==> src/rtl/flash_tgl_pkg.sv <==
package flash_tgl_pkg;
  typedef enum logic [2:0] {
    OP_IDLE, OP_PROG, OP_ERWAIT, OP_ERASING, OP_SUSP, OP_SUSPPROG, OP_ABORT
  } opState_t;

  typedef struct packed {
    logic opStart;    // clear both toggle bits
    logic devTog;     // invert device bit on this read
    logic secEn;      // sector bit may invert if the read hits the selection
    logic bmAdd;      // add cmdSector to the selection
    logic bmMask;     // drop protected sectors from the selection
    logic bmClear;    // empty the selection
    logic statusAll;  // this read returns status
    logic statusSel;  // this read returns status only on a selected sector
  } dpStrobe_t;
endpackage

==> src/rtl/flash_tgl_ctrl.sv <==
module flash_tgl_ctrl
  import flash_tgl_pkg::*;
#(
  parameter int NUM_SECT          = 8,
  parameter int SEC_AW            = $clog2(NUM_SECT),
  parameter int PROG_ABORT_TICKS  = 1,
  parameter int ERASE_ABORT_TICKS = 100
) (
  input  logic                clk,
  input  logic                rstN,
  input  logic [SEC_AW-1:0]   cmdSector,
  input  logic                progIssue,
  input  logic                progDone,
  input  logic                eraseSelect,
  input  logic                eraseBegin,
  input  logic                eraseDone,
  input  logic                suspendReq,
  input  logic                resumeReq,
  input  logic [NUM_SECT-1:0] sectorProt,
  input  logic                usTick,
  input  logic                readStrobe,
  input  logic                liveEmpty,
  output dpStrobe_t           stb
);
  localparam int MAXT  = (PROG_ABORT_TICKS > ERASE_ABORT_TICKS) ? PROG_ABORT_TICKS : ERASE_ABORT_TICKS;
  localparam int CNT_W = $clog2(MAXT + 1);

  opState_t   opState, opNext;
  logic [CNT_W-1:0] abortCnt, loadVal;
  logic       loadCnt;
  logic       cmdProt;

  assign cmdProt = sectorProt[cmdSector];

  always_comb begin
    opNext  = opState;
    loadCnt = 1'b0;
    loadVal = '0;
    stb     = '0;
    case (opState)
      OP_IDLE: begin
        if (progIssue) begin
          stb.opStart = 1'b1;
          if (cmdProt) begin
            opNext  = OP_ABORT;
            loadCnt = 1'b1;
            loadVal = CNT_W'(PROG_ABORT_TICKS);
          end else begin
            opNext = OP_PROG;
          end
        end else if (eraseSelect) begin
          stb.opStart = 1'b1;
          stb.bmAdd   = 1'b1;
          opNext      = OP_ERWAIT;
        end
      end
      OP_PROG: if (progDone) opNext = OP_IDLE;
      OP_ERWAIT: begin
        if (eraseSelect) stb.bmAdd = 1'b1;
        if (eraseBegin) begin
          if (liveEmpty) begin
            opNext      = OP_ABORT;
            loadCnt     = 1'b1;
            loadVal     = CNT_W'(ERASE_ABORT_TICKS);
            stb.bmClear = 1'b1;
          end else begin
            stb.bmMask = 1'b1;
            opNext     = OP_ERASING;
          end
        end
      end
      OP_ERASING: begin
        if (eraseDone) begin
          opNext      = OP_IDLE;
          stb.bmClear = 1'b1;
        end else if (suspendReq) begin
          opNext = OP_SUSP;
        end
      end
      OP_SUSP: begin
        if (resumeReq) opNext = OP_ERASING;
        else if (progIssue && !cmdProt) opNext = OP_SUSPPROG;
      end
      OP_SUSPPROG: if (progDone) opNext = OP_SUSP;
      OP_ABORT: if (usTick && abortCnt == CNT_W'(1)) opNext = OP_IDLE;
      default: opNext = OP_IDLE;
    endcase

    if (readStrobe) begin
      case (opState)
        OP_PROG, OP_ABORT: begin
          stb.devTog    = 1'b1;
          stb.statusAll = 1'b1;
        end
        OP_ERWAIT, OP_ERASING, OP_SUSPPROG: begin
          stb.devTog    = 1'b1;
          stb.statusAll = 1'b1;
          stb.secEn     = 1'b1;
        end
        OP_SUSP: begin
          stb.secEn     = 1'b1;
          stb.statusSel = 1'b1;
        end
        default: ;
      endcase
    end
  end

  always_ff @(posedge clk or negedge rstN) begin
    if (!rstN) begin
      opState  <= OP_IDLE;
      abortCnt <= '0;
    end else begin
      opState <= opNext;
      if (loadCnt) abortCnt <= loadVal;
      else if (opState == OP_ABORT && usTick && abortCnt != '0) abortCnt <= abortCnt - 1'b1;
    end
  end

  // the abort phase always has ticks left to count
  assert_abort_cnt_R5: assert property (@(posedge clk) disable iff (!rstN)
    (opState == OP_ABORT) |-> (abortCnt != '0));

  // the abort phase is left only on a tick
  assert_abort_exit_R7: assert property (@(posedge clk) disable iff (!rstN)
    (opState == OP_ABORT && !usTick) |=> (opState == OP_ABORT));

  // a suspended erase gives no device toggle
  assert_susp_hold_R3: assert property (@(posedge clk) disable iff (!rstN)
    (opState == OP_SUSP) |-> !stb.devTog);
endmodule

==> src/rtl/flash_tgl_dpath.sv <==
module flash_tgl_dpath
  import flash_tgl_pkg::*;
#(
  parameter int NUM_SECT = 8,
  parameter int SEC_AW   = $clog2(NUM_SECT)
) (
  input  logic                clk,
  input  logic                rstN,
  input  dpStrobe_t           stb,
  input  logic [SEC_AW-1:0]   cmdSector,
  input  logic [SEC_AW-1:0]   readSector,
  input  logic                readStrobe,
  input  logic [NUM_SECT-1:0] sectorProt,
  output logic                liveEmpty,
  output logic                rdValid,
  output logic                rdIsStatus,
  output logic                devToggle,
  output logic                secToggle
);
  logic [NUM_SECT-1:0] selMap;
  logic                secHit;

  assign secHit    = selMap[readSector];
  assign liveEmpty = ~|(selMap & ~sectorProt);

  for (genvar i = 0; i < NUM_SECT; i++) begin : g_sel
    always_ff @(posedge clk or negedge rstN) begin
      if (!rstN)                                              selMap[i] <= 1'b0;
      else if (stb.bmClear)                                   selMap[i] <= 1'b0;
      else if (stb.bmMask && sectorProt[i])                   selMap[i] <= 1'b0;
      else if (stb.bmAdd && cmdSector == SEC_AW'(i))          selMap[i] <= 1'b1;
    end
  end

  always_ff @(posedge clk or negedge rstN) begin
    if (!rstN) begin
      devToggle  <= 1'b0;
      secToggle  <= 1'b0;
      rdValid    <= 1'b0;
      rdIsStatus <= 1'b0;
    end else begin
      if (stb.opStart) begin
        devToggle <= 1'b0;
        secToggle <= 1'b0;
      end else begin
        if (stb.devTog)            devToggle <= ~devToggle;
        if (stb.secEn && secHit)   secToggle <= ~secToggle;
      end
      rdValid    <= readStrobe;
      rdIsStatus <= readStrobe && (stb.statusAll || (stb.statusSel && secHit));
    end
  end

  // a device toggle request flips the bit
  assert_dev_flip_R1: assert property (@(posedge clk) disable iff (!rstN)
    (stb.devTog && !stb.opStart) |=> (devToggle != $past(devToggle)));

  // without a request the device bit holds
  assert_dev_hold_R2: assert property (@(posedge clk) disable iff (!rstN)
    (!stb.devTog && !stb.opStart) |=> $stable(devToggle));

  // the sector bit moves only on a hit in an eligible phase
  assert_sec_quiet_R4: assert property (@(posedge clk) disable iff (!rstN)
    (!(stb.secEn && secHit) && !stb.opStart) |=> $stable(secToggle));

  // operation start leaves both bits at 0
  assert_start_zero_R9: assert property (@(posedge clk) disable iff (!rstN)
    stb.opStart |=> (!devToggle && !secToggle));

  // clearing empties the selection
  assert_clear_R10: assert property (@(posedge clk) disable iff (!rstN)
    stb.bmClear |=> (selMap == '0));

  // a result appears only after a read strobe
  assert_valid_R1: assert property (@(posedge clk) disable iff (!rstN)
    rdValid |-> $past(readStrobe));
endmodule

==> src/rtl/flash_toggle_status.sv <==
module flash_toggle_status
  import flash_tgl_pkg::*;
#(
  parameter int NUM_SECT          = 8,
  parameter int SEC_AW            = $clog2(NUM_SECT),
  parameter int PROG_ABORT_TICKS  = 1,
  parameter int ERASE_ABORT_TICKS = 100
) (
  input  logic                clk,
  input  logic                rstN,
  input  logic [SEC_AW-1:0]   cmdSector,
  input  logic                progIssue,
  input  logic                progDone,
  input  logic                eraseSelect,
  input  logic                eraseBegin,
  input  logic                eraseDone,
  input  logic                suspendReq,
  input  logic                resumeReq,
  input  logic [NUM_SECT-1:0] sectorProt,
  input  logic                usTick,
  input  logic                readStrobe,
  input  logic [SEC_AW-1:0]   readSector,
  output logic                rdValid,
  output logic                rdIsStatus,
  output logic                devToggle,
  output logic                secToggle
);
  dpStrobe_t stb;
  logic      liveEmpty;

  flash_tgl_ctrl #(
    .NUM_SECT(NUM_SECT), .SEC_AW(SEC_AW),
    .PROG_ABORT_TICKS(PROG_ABORT_TICKS), .ERASE_ABORT_TICKS(ERASE_ABORT_TICKS)
  ) i_ctrl (
    .clk(clk), .rstN(rstN), .cmdSector(cmdSector),
    .progIssue(progIssue), .progDone(progDone), .eraseSelect(eraseSelect),
    .eraseBegin(eraseBegin), .eraseDone(eraseDone), .suspendReq(suspendReq),
    .resumeReq(resumeReq), .sectorProt(sectorProt), .usTick(usTick),
    .readStrobe(readStrobe), .liveEmpty(liveEmpty), .stb(stb)
  );

  flash_tgl_dpath #(.NUM_SECT(NUM_SECT), .SEC_AW(SEC_AW)) i_dpath (
    .clk(clk), .rstN(rstN), .stb(stb), .cmdSector(cmdSector),
    .readSector(readSector), .readStrobe(readStrobe), .sectorProt(sectorProt),
    .liveEmpty(liveEmpty), .rdValid(rdValid), .rdIsStatus(rdIsStatus),
    .devToggle(devToggle), .secToggle(secToggle)
  );
endmodule

==> config.mk <==
export PLATFORM = sky130hd
export DESIGN_NAME = flash_toggle_status
export DESIGN_NICKNAME = d
export VERILOG_FILES = /design/src/rtl/flash_tgl_pkg.sv /design/src/rtl/flash_tgl_ctrl.sv /design/src/rtl/flash_tgl_dpath.sv /design/src/rtl/flash_toggle_status.sv
export SDC_FILE = /design/constraint.sdc
export NUM_CORES = 1
export LEC_CHECK = 0
export ABC_AREA = 1
export BUFFER_PORTS_ARGS = -buffer_cell sky130_fd_sc_hd__buf_2
export CAP_MARGIN = 10
export CORE_MARGIN = 2
export CORE_UTILIZATION = 56
export DETAILED_ROUTE_END_ITERATION = 10
export HOLD_SLACK_MARGIN = 0.06
export MAX_ROUTING_LAYER = met4
export PLACE_DENSITY = 0.8
export SLEW_MARGIN = 5
export SYNTH_ARGS = -nofsm -noshare
export SYNTH_HDL_FRONTEND = slang
export SYNTH_SLANG_ARGS = --single-unit
==> constraint.sdc <==
create_clock -name clk -period 1.8 [get_ports clk]
set_input_delay 0 -clock clk [delete_from_list [all_inputs] [get_ports clk]]
set_output_delay 0 -clock clk [all_outputs]
set_load 0.005 [all_outputs]
==> results_dict.tcl <==
set metrics [dict create \
    wirelength_met1_mm 1.80 \
    h-tree-depth 1 \
    cts.reportedPaths.clkPinSlew_ns 0.12 \
    crit_path_start_kind "flip-flop" \
    rsz0062_at_grt "false" \
    ant_nets 0 \
    clock_tree.root_cell "sky130_fd_sc_hd__clkbuf_4" \
    cts-hold-fix-buffers 10 \
    fp.dieArea_um2 3500 \
    dr.pass1.iters 4 \
    route.met3.wl_um 207 \
    hold_viol_final 0 \
    peakVddDrop_v 0.000501 \
    track_usage_pct 25.9 \
    result_of_the_run "completed" \
    cts_tree "yes" \
    period_share_pct 89.5 \
    finalHoldWorstSlack_ns 0.0989 \
    synthesis.area_per_instance_um2 6.78 \
    first_pass_grt_wire_length_mm 6.84 \
    critical_path_required_ns 2.00 \
    clock_path_buffers 2 \
    port-buffer-count 28 \
    nFillCells 261 \
    yosysUniqueCellTypes 33 \
    relSlewSlack_pct 66.2 \
    final_max_slew_viol_count 0 \
    final_net_count 318 \
    cts_resized 0 \
    finalCriticalPeriod_ns 1.61 \
    synth_mux_area_share_pct 0 \
    clock_sink_count 22 \
    dp_hpwl_mm 2.94 \
    critical-path-max-stage-delay_ns 0.57 \
    layout_common_cells "sky130_fd_sc_hd__nand2_1, sky130_fd_sc_hd__inv_1, sky130_fd_sc_hd__buf_2" \
    drv_cap 0 \
    synthesized_netlist_cell_count 251 \
    die_height_um 59.1 \
    critPathArrivalTime_ns 1.82 \
    row_count 20 \
    highest_layer "met4" \
    post_synth_instance_area_um2 1700 \
    fmax_mhz 621 \
    post_cts_buffers 0 \
    drtIter0Drc 109 \
    fin_worst_skew_ns 0.00694 \
    yosysSeqAreaShare_pct 32.4 \
    drt-wirelength-per-cell_um 11.8 \
    syn_to_final_growth_pct 16.7 \
    multi_input_area_um2 961 \
    setup-tns-final_ns 0 \
    post_synth_xor_area_fraction_pct 2.06 \
    critPathKind "reg -> reg" \
    power.density_nw_per_um2 1250 \
    number_of_antenna_violations_at_the_first_check_in_global_routing 0 \
    layout_commonest_cell "sky130_fd_sc_hd__nand2_1" \
    critical_path.slowest_cell "sky130_fd_sc_hd__dfrtp_1" \
    setup_viol 0 \
    post_synth_fa_ha_maj_area_fraction_pct 2.21 \
    path_cells "inv_2, nor3_4, nand3_1, nor2_1, nor3_2" \
    gp_congestion 0.905 \
    critical_path_peak_fanout 8 \
    share_of_cells_above_drive_strength_1_pct 20.4 \
    floorplan.die.width_um 59.1 \
    timing.critical_path.to_type "flip-flop" \
    drc 0 \
    mappedNetlistNets 279 \
    drt_wl_total_mm 3.81 \
    synth-seq-cells 22 \
    grt_start_max_net_pins 23 \
    ff_latch_area_um2 551 \
    power_leakage_nw 1.09 \
    hp-class "in -> reg" \
    io_pins 29 \
    cts_made_buffers 3 \
    yosys_warnings 0 \
    met2_length_mm 1.72 \
    worst_slew_pin_slew_ns 0.507 \
    synth_simple_gate_area_share_pct 42.1 \
    synth_compound_gate_area_share_pct 10.1 \
    core_region_area_um2 2980 \
    num_vias 1662 \
    drt-vias-per-instance 5.16 \
    grt-ovfl-total 0 \
    first_global_vias 1595 \
    clock_latency_ns 0.31 \
    start_util_pct 57.1 \
    antenna-diode-count 0 \
    main_combinational_cell_family_by_area_after_synthesis "simple AND/OR/NAND/NOR gates" \
]
## per-layer routing
metal  global-route usage [%]  vias up
met2                     40.3       53
met3                     3.93       12
met5                        -        -
li1                         -      864
met1                     34.3      733
met4                     9.09        0
## sequential cells by signal, summed over array words and instances (netlist names)
name                flops
i_dpath.rdValid         1
i_dpath.secToggle       1
i_ctrl.abortCnt         7
i_dpath.selMap          8
i_dpath.devToggle       1
i_dpath.rdIsStatus      1
i_ctrl.opState          3
## per-stage QoR
step | instances | utilization, % | instance area, um2 | total power, mW | setup WS [ns]
CTS | 322 | 66.7 | 1990 | 2.48 | 0.196
finish | 322 | 66.7 | 1990 | 2.48 | 0.189
detailed placement | 308 | 62.1 | 1850 | 2.19 | 0.210
global placement | 308 | 62.1 | 1850 | 2.16 | 0.244
floorplan | 251 | - | 1700 | 1.92 | 0.461
global route | 322 | 66.7 | 1990 | 2.77 | 0.0683
## area by class of cell
cell class	instances	share of cell area (%)
Multi-Input combinational cell	184	48.4
Sequential cell	22	27.7
Tap cell	33	2.08
Clock buffer	4	1.83
Timing Repair Buffer	38	12.1
Inverter	41	7.88
## worst paths after layout
path	to	slack, ns	depth (start not counted)	start
max	i_dpath.selMap[1]	0.19	5	i_ctrl.opState[1]
min	i_ctrl.opState[0]	0.1	5	progIssue
max reg2reg	i_dpath.selMap[1]	0.19	5	i_ctrl.opState[1]
min reg2reg	i_dpath.devToggle	0.51	1	i_dpath.devToggle
max in group asynchronous	i_dpath.selMap[0]	1.27	2	rstN
min in group asynchronous	i_dpath.rdValid	0.18	2	rstN
## critical path: cells and delay by family, from the launching register on
family	cells	cell delay [ns]
buffers and inverters	1	0.11
flip-flops	1	0.57
AND/OR/NAND/NOR	4	0.83
## synth_stat cells (all sizes together)
library cell	instances	area, um2
a21oi	10	53.8
nand4	3	33.8
o21bai	3	22.5
dfrtp	22	551
buf	4	33.8
nand3	17	103
nand2	83	322
o211ai	5	37.5
xnor2	1	8.76
inv	41	156
or2	1	6.26
nor3	11	106
xor2	3	26.3
and2	1	6.26
o21ai	11	58.8
nand3b	1	7.51
nor2	31	131
ha	3	37.5
## where the power goes
part	leakage, nW	internal (mW)	switching [mW]
Sequential	0.285	0.661	0.197
Clock	0.0210	0.123	0.154
Combinational	0.786	0.523	0.827
Total	1.09	1.31	1.18
## cells by family after synthesis
kind of cell               after synthesis
adders and majority gates                3
DFF                                     22
AOI/OAI and AO/OA                       29
xor gates and xnor gates                 4
buffers and inverters                   45
and+or+nand+nor                        148
Power figures use the tool's default switching activity.
